$ cat src/rtl/elem_balance_pkg.sv
package elem_balance_pkg;

  // Usage imbalance of a splitting cell: which branch has received more units.
  typedef enum logic [1:0] {
    BAL_EVEN  = 2'b00,
    BAL_LEFT  = 2'b01,
    BAL_RIGHT = 2'b10
  } bal_t;

  // Count width carried into a cell at depth d of a tree with `levels` levels.
  function automatic int unsigned ebt_cnt_w(input int unsigned levels, input int unsigned d);
    return levels - d + 1;
  endfunction

  // Bit offset of depth d inside the flat count bus (depth `levels` holds the leaves).
  function automatic int unsigned ebt_lvl_off(input int unsigned levels, input int unsigned d);
    int unsigned acc;
    acc = 0;
    for (int unsigned j = 0; j < d; j++) begin
      acc += (1 << j) * ebt_cnt_w(levels, j);
    end
    return acc;
  endfunction

endpackage

$ cat src/rtl/ebt_rst_sync.sv
module ebt_rst_sync (
  input  logic clk,
  input  logic rst_n,
  output logic rst_sync_n
);

  logic [1:0] sync_q;

  always_ff @(posedge clk or negedge rst_n) begin
    if (!rst_n) begin
      sync_q <= 2'b00;
    end else begin
      sync_q <= {sync_q[0], 1'b1};
    end
  end

  assign rst_sync_n = sync_q[1];

endmodule

$ cat src/rtl/ebt_lfsr.sv
module ebt_lfsr #(
  parameter int unsigned LFSR_W = 32,
  parameter logic [LFSR_W-1:0] TAPS = 32'h8020_0003,
  parameter logic [LFSR_W-1:0] SEED = 32'hACE1_2469,
  parameter int unsigned RND_W  = 15
) (
  input  logic             clk,
  input  logic             rst_n,
  output logic [RND_W-1:0] rnd_o
);

  logic [LFSR_W-1:0] st_q;
  logic [LFSR_W-1:0] st_nxt;

  // Galois step, free running.
  always_comb begin
    st_nxt = st_q >> 1;
    if (st_q[0]) begin
      st_nxt = st_nxt ^ TAPS;
    end
  end

  always_ff @(posedge clk or negedge rst_n) begin
    if (!rst_n) begin
      st_q <= SEED;
    end else begin
      st_q <= st_nxt;
    end
  end

  // Fold every state bit onto the per-cell random vector.
  always_comb begin
    rnd_o = '0;
    for (int unsigned j = 0; j < LFSR_W; j++) begin
      rnd_o[j % RND_W] = rnd_o[j % RND_W] ^ st_q[j];
    end
  end

endmodule

$ cat src/rtl/ebt_split_node.sv
module ebt_split_node
  import elem_balance_pkg::*;
#(
  parameter int unsigned IN_W = 5,
  localparam int unsigned OUT_W = IN_W - 1
) (
  input  logic             clk,
  input  logic             rst_n,
  input  logic             upd_en,
  input  logic             rnd_i,
  input  logic [IN_W-1:0]  cnt_i,
  output logic [OUT_W-1:0] cnt_l_o,
  output logic [OUT_W-1:0] cnt_r_o
);

  bal_t             st_q;
  bal_t             st_nxt;
  logic             odd;
  logic             give_left;
  logic [OUT_W-1:0] half;

  assign half = cnt_i[IN_W-1:1];
  assign odd  = cnt_i[0];

  // The odd unit goes to the branch that is behind; a tie uses the random bit.
  always_comb begin
    case (st_q)
      BAL_LEFT:  give_left = 1'b0;
      BAL_RIGHT: give_left = 1'b1;
      default:   give_left = rnd_i;
    endcase
  end

  assign cnt_l_o = half + OUT_W'(odd & give_left);
  assign cnt_r_o = half + OUT_W'(odd & ~give_left);

  always_comb begin
    st_nxt = st_q;
    if (odd) begin
      case (st_q)
        BAL_LEFT:  st_nxt = BAL_EVEN;
        BAL_RIGHT: st_nxt = BAL_EVEN;
        default:   st_nxt = give_left ? BAL_LEFT : BAL_RIGHT;
      endcase
    end
  end

  always_ff @(posedge clk or negedge rst_n) begin
    if (!rst_n) begin
      st_q <= BAL_EVEN;
    end else if (upd_en) begin
      st_q <= st_nxt;
    end
  end

endmodule

$ cat src/rtl/elem_balance_tree.sv
module elem_balance_tree
  import elem_balance_pkg::*;
#(
  parameter int unsigned LEVELS = 4,
  parameter int unsigned LFSR_W = 32,
  localparam int unsigned N      = 1 << LEVELS,
  localparam int unsigned CNT_W  = LEVELS + 1,
  localparam int unsigned NODES  = N - 1,
  localparam int unsigned BUS_W  = ebt_lvl_off(LEVELS, LEVELS + 1),
  localparam int unsigned LEAF_O = ebt_lvl_off(LEVELS, LEVELS)
) (
  input  logic             clk,
  input  logic             rst_n,
  input  logic             stb_i,
  input  logic [CNT_W-1:0] lvl_i,
  output logic [N-1:0]     en_o
);

  logic             rst_sync_n;
  logic [NODES-1:0] rnd;
  logic [BUS_W-1:0] tree_bus;
  logic [CNT_W-1:0] lvl_sat;
  logic [N-1:0]     en_nxt;
  logic [N-1:0]     en_q;

  ebt_rst_sync u_rst (
    .clk        (clk),
    .rst_n      (rst_n),
    .rst_sync_n (rst_sync_n)
  );

  ebt_lfsr #(
    .LFSR_W (LFSR_W),
    .TAPS   (LFSR_W'(32'h8020_0003)),
    .SEED   (LFSR_W'(32'hACE1_2469)),
    .RND_W  (NODES)
  ) u_lfsr (
    .clk   (clk),
    .rst_n (rst_sync_n),
    .rnd_o (rnd)
  );

  // Saturate the request at the element count.
  assign lvl_sat = (lvl_i > CNT_W'(N)) ? CNT_W'(N) : lvl_i;
  assign tree_bus[CNT_W-1:0] = lvl_sat;

  for (genvar d = 0; d < LEVELS; d++) begin : g_lvl
    localparam int unsigned IW   = ebt_cnt_w(LEVELS, d);
    localparam int unsigned OW   = IW - 1;
    localparam int unsigned IOFF = ebt_lvl_off(LEVELS, d);
    localparam int unsigned OOFF = ebt_lvl_off(LEVELS, d + 1);
    for (genvar i = 0; i < (1 << d); i++) begin : g_node
      ebt_split_node #(
        .IN_W (IW)
      ) u_node (
        .clk     (clk),
        .rst_n   (rst_sync_n),
        .upd_en  (stb_i),
        .rnd_i   (rnd[(1 << d) - 1 + i]),
        .cnt_i   (tree_bus[IOFF + i*IW +: IW]),
        .cnt_l_o (tree_bus[OOFF + (2*i)*OW +: OW]),
        .cnt_r_o (tree_bus[OOFF + (2*i+1)*OW +: OW])
      );
    end
  end

  assign en_nxt = tree_bus[LEAF_O +: N];

  always_ff @(posedge clk or negedge rst_sync_n) begin
    if (!rst_sync_n) begin
      en_q <= '0;
    end else if (stb_i) begin
      en_q <= en_nxt;
    end
  end

  assign en_o = en_q;

endmodule

$ cat config.mk
export PLATFORM = sky130hd
export DESIGN_NAME = elem_balance_tree
export DESIGN_NICKNAME = d
export VERILOG_FILES = /design/src/rtl/elem_balance_pkg.sv /design/src/rtl/ebt_rst_sync.sv /design/src/rtl/ebt_lfsr.sv /design/src/rtl/ebt_split_node.sv /design/src/rtl/elem_balance_tree.sv
export SDC_FILE = /design/constraint.sdc
export NUM_CORES = 1
export LEC_CHECK = 0
export BUFFER_PORTS_ARGS = -buffer_cell sky130_fd_sc_hd__buf_2
export CAP_MARGIN = 30
export CORE_MARGIN = 3
export CORE_UTILIZATION = 30
export CTS_CLUSTER_SIZE = 20
export DETAILED_ROUTE_END_ITERATION = 7
export PLACE_DENSITY_LB_ADDON = 0.05
export REMOVE_ABC_BUFFERS = 1
export SYNTH_ARGS = -nofsm -noshare
export SYNTH_HDL_FRONTEND = slang
export SYNTH_SLANG_ARGS = --single-unit
$ cat constraint.sdc
create_clock -name clk -period 6.5 [get_ports clk]
set_clock_uncertainty 0.2 [all_clocks]
set_input_delay 0.325 -clock clk [delete_from_list [all_inputs] [get_ports clk]]
set_output_delay 0.325 -clock clk [all_outputs]
set_load 0.02 [all_outputs]
==> implementation parameters <==
Parameter                              Value

Run status
  Run status    finished, final reports clean

Timing
  Final setup violation count    0
  RSZ-0062 raised after global routing    no
  Count of final max-slew check failures    0
  Count of endpoints failing hold in the final timing report    0
  Setup TNS Final    0 ps
  Max Clock Freq    257.8 MHz
  Slew HR    between 40% and 50%
  Final cycle utilization of the critical path    59.68%
  Final period demand of the worst path    3879 ps
  Post-Route Hold Slack    7.624 ps
  Worst-Margin Slew    894.1 ps

Yosys
  Fraction of synthesis flops using an asynchronous set or reset pin    100.0%
  Average footprint of a synthesized cell    11.25 um2
  Total number of yosys warnings    0
  Number of synthesized register bits    80
  Mapped cell area    ~4200 um2
  Number of standard cells after synthesis    370
  Number of distinct library cell variants in the gate-level netlist after synthesis    between 40 and 50
  Number of enable flip-flop cells after synthesis    0
  Top_reg_cell synth    dfrtp_1
  Seq/Total Area, Yosys    between 40% and 50%

Critical path
  Critical Path Max Stage Delay    approximately 590 ps
  Cell at the slowest stage of the critical path    dfstp_2
  Cells along the critical path    xnor3_2, o21ai_2, nand2_1, xor2_1, nor3b_1, ha_1, o21ai_0, a21oi_1, xor2_1, nor2_1, xnor3_1, mux2_2
  Maximum fanout encountered on the critical timing path    8
  Most frequent CP cell    xor2_1
  Data required time of the worst path    6520 ps
  Worst setup path category    flip-flop to flip-flop
  Kind of start point of the critical path    flip-flop
  Crit end category    flip-flop
  Crit path arrival time    a little under 4000 ps

Floorplanning
  Floorplan die height    between 100 and 150 um
  Number of placement rows    42
  Overall die area    15330 um2
  Number of ports placed on the die boundary    24
  Placeable core region    13400 um2
  Width of the die    123.8 um
  Starting Density    31.06%

GRT
  Global-route wire length before repair    13210 um
  Gr usage total    11.47%
  Pin count of the biggest net entering global routing    63
  Number of antenna violations at the first check in global routing    0
  Vias in the first global route    2636
  Sum of overflow across all layers after global routing    0

Routing
  Routed wire length    7836 um
  Remaining routing DRC violations    0
  Top layer reached by signal wires    met4
  Routed vias    2585
  Initial detailed-routing violation count    112
  Average via count per standard cell    4.442
  Count of nets left with antenna violations after detail routing    0
  Drt first pass iters    4
  Length of routed wiring on met1    around 4000 um
  Post-DR wirelength/cell    13.46 um
  Met3 routed WL    223 um
  Met2 Routed Length    3431 um

CTS
  # H-tree levels    3
  Clock transition at the registers of the reported paths    approximately 60 ps
  Total of cells resized after clock tree synthesis    0
  Number of setup buffers added after CTS    0
  Clk_lat worst skew    approximately 330 ps
  Clock root buffer master    clkbuf_16
  CTS tree    done
  Buffers from clock root to sink, at most    2
  Clk sink count    80
  CTS buffer count    9

Placed design
  Final GP Congestion    0.7673
  Buffers on Ports    23
  DP Wirelength    roughly 5700 um

Layout
  Most common cell after layout, fill and taps aside    dfrtp_1
  Leading cell types in the layout, fill and taps excluded    dfrtp_1, nand2_1, o21ai_0, ha_1, xnor2_1
  Fraction of final layout cells with drive strength greater than 1    19.70%
  Post-layout net count    437
  Final antenna diode count    0
  Synth-to-Final Area Change    16.65%

Power and ir drop
  Power per cell area    407.3 nW/um2
  Leakage power    approximately 2.2 nW
  Worst VDD drop    ~0.00014 V

Worst hold path
  Class of the most critical hold timing path    flip-flop to asynchronous set/reset pin

Flow run
  Max-cap check violation count    0
-- metal layers --
layer / track usage (%) / up-vias
met2: 16.97 / 26
li1: - / 1309
met5: 0 / -
met4: 5.190 / 0
met3: 2.543 / 12
met1: 16.02 / 1238
-- repair_timing --
item | 4_1_cts | 5_1_grt
endpoints found under the setup margin | 0 | 0
hold endpoints to repair | 2 | 0
hold buffers | 1 | 0
-- worst paths after layout --
kind                                           start                                            end  slack [ps]  depth (start not counted)
max                         u_lfsr.st_q[0]$_DFF_PN1_                            en_o[5]$_DFFE_PN0P_        2620                         12
min                        u_rst.sync_q[1]$_DFF_PN0_                       u_lfsr.st_q[8]$_DFF_PN0_           8                          0
max reg2reg                 u_lfsr.st_q[0]$_DFF_PN1_                            en_o[5]$_DFFE_PN0P_        2620                         12
min reg2reg                u_rst.sync_q[1]$_DFF_PN0_                       u_lfsr.st_q[8]$_DFF_PN0_           8                          0
max in group asynchronous  u_rst.sync_q[1]$_DFF_PN0_                      u_lfsr.st_q[31]$_DFF_PN1_        5470                          1
min in group clk                            lvl_i[0]  g_lvl[0].g_node[0].u_node.st_q[1]$_DFFE_PN0P_         130                          3
-- cell usage after synthesis (3+ instances only) --
cell,number,share of area (%)
a21oi_1,4,0.48
and2_1,4,0.60
clkbuf_1,4,0.36
dfrtp_1,66,40
dfstp_2,14,8.8
ha_1,28,8.4
inv_1,23,2.1
maj3_1,4,0.96
mux2_2,14,3.8
mux2i_1,6,1.4
nand2_1,55,5.0
nand2b_1,7,1.1
nand3_1,10,1.2
nor2_1,10,0.90
nor2b_1,5,0.75
nor3b_1,3,0.54
o211ai_1,4,0.72
o21ai_0,34,4.1
xnor2_1,27,5.7
xnor3_1,4,2.2
xnor3_2,3,1.7
xor2_1,16,3.4
-- layout make-up --
class | instances | area [um2]
Inverter | 23 | 86.33
Clock inverter | 6 | 107.6
Fill cell | 1351 | 8544
Sequential cell | 80 | 2023
Clock buffer | 10 | 229.0
Multi-Input combinational cell | 262 | 2037
Tap cell | 176 | 220.2
Timing Repair Buffer | 25 | 152.6
-- through the flow --
stage | power [W] | std cells | utilization [%] | area [um2] | setup slack (ps)
finish | 0.001978 | 582 | 36.24 | 4856 | 2621
global route | 0.002145 | 582 | 36.24 | 4856 | 2248
CTS | 0.002018 | 582 | 36.24 | 4856 | 2593
detailed placement | 0.001423 | 565 | 33.65 | 4509 | 2613
global placement | 0.001408 | 564 | 33.45 | 4482 | 2656
floorplan | 0.001244 | 365 | - | 4143 | 2870
-- cell families (layout without fill, tap and decap cells) --
kind of cell / Yosys count / count (layout) / synth area share [%]
buffers and inverters: 28 / 64 / 2.555
DFF: 80 / 80 / 48.51
xor gates and xnor gates: 53 / 53 / 14.55
other: 1 / 1 / 0.09008
and+or+nand+nor: 101 / 101 / 11.18
muxes: 22 / 22 / 5.951
adders and majority gates: 32 / 32 / 9.378
AOI/OAI and AO/OA: 53 / 53 / 7.785
-- power by group --
part           internal, W  switching (W)
Sequential        0.000606      0.0000519
Clock             0.000374       0.000203
Combinational     0.000331       0.000413
Total              0.00131       0.000667
-- critical path, delay by kind of cell (launching register included) --
kind                     cells  cell delay, ps
XOR/XNOR                     4            1430
flip-flops                   1             590
AO/OA/AOI/OAI                3             540
adder cells (fa/ha/maj)      1             420
AND/OR/NAND/NOR              3             320
multiplexers                 1             260
-- sequential cells by signal (all words and copies together), names as in the netlist --
signal and count:
u_rst.sync_q 2, g_lvl.g_node.u_node.st_q 30, en_o 16, u_lfsr.st_q 32
Power figures use the tool's default switching activity.
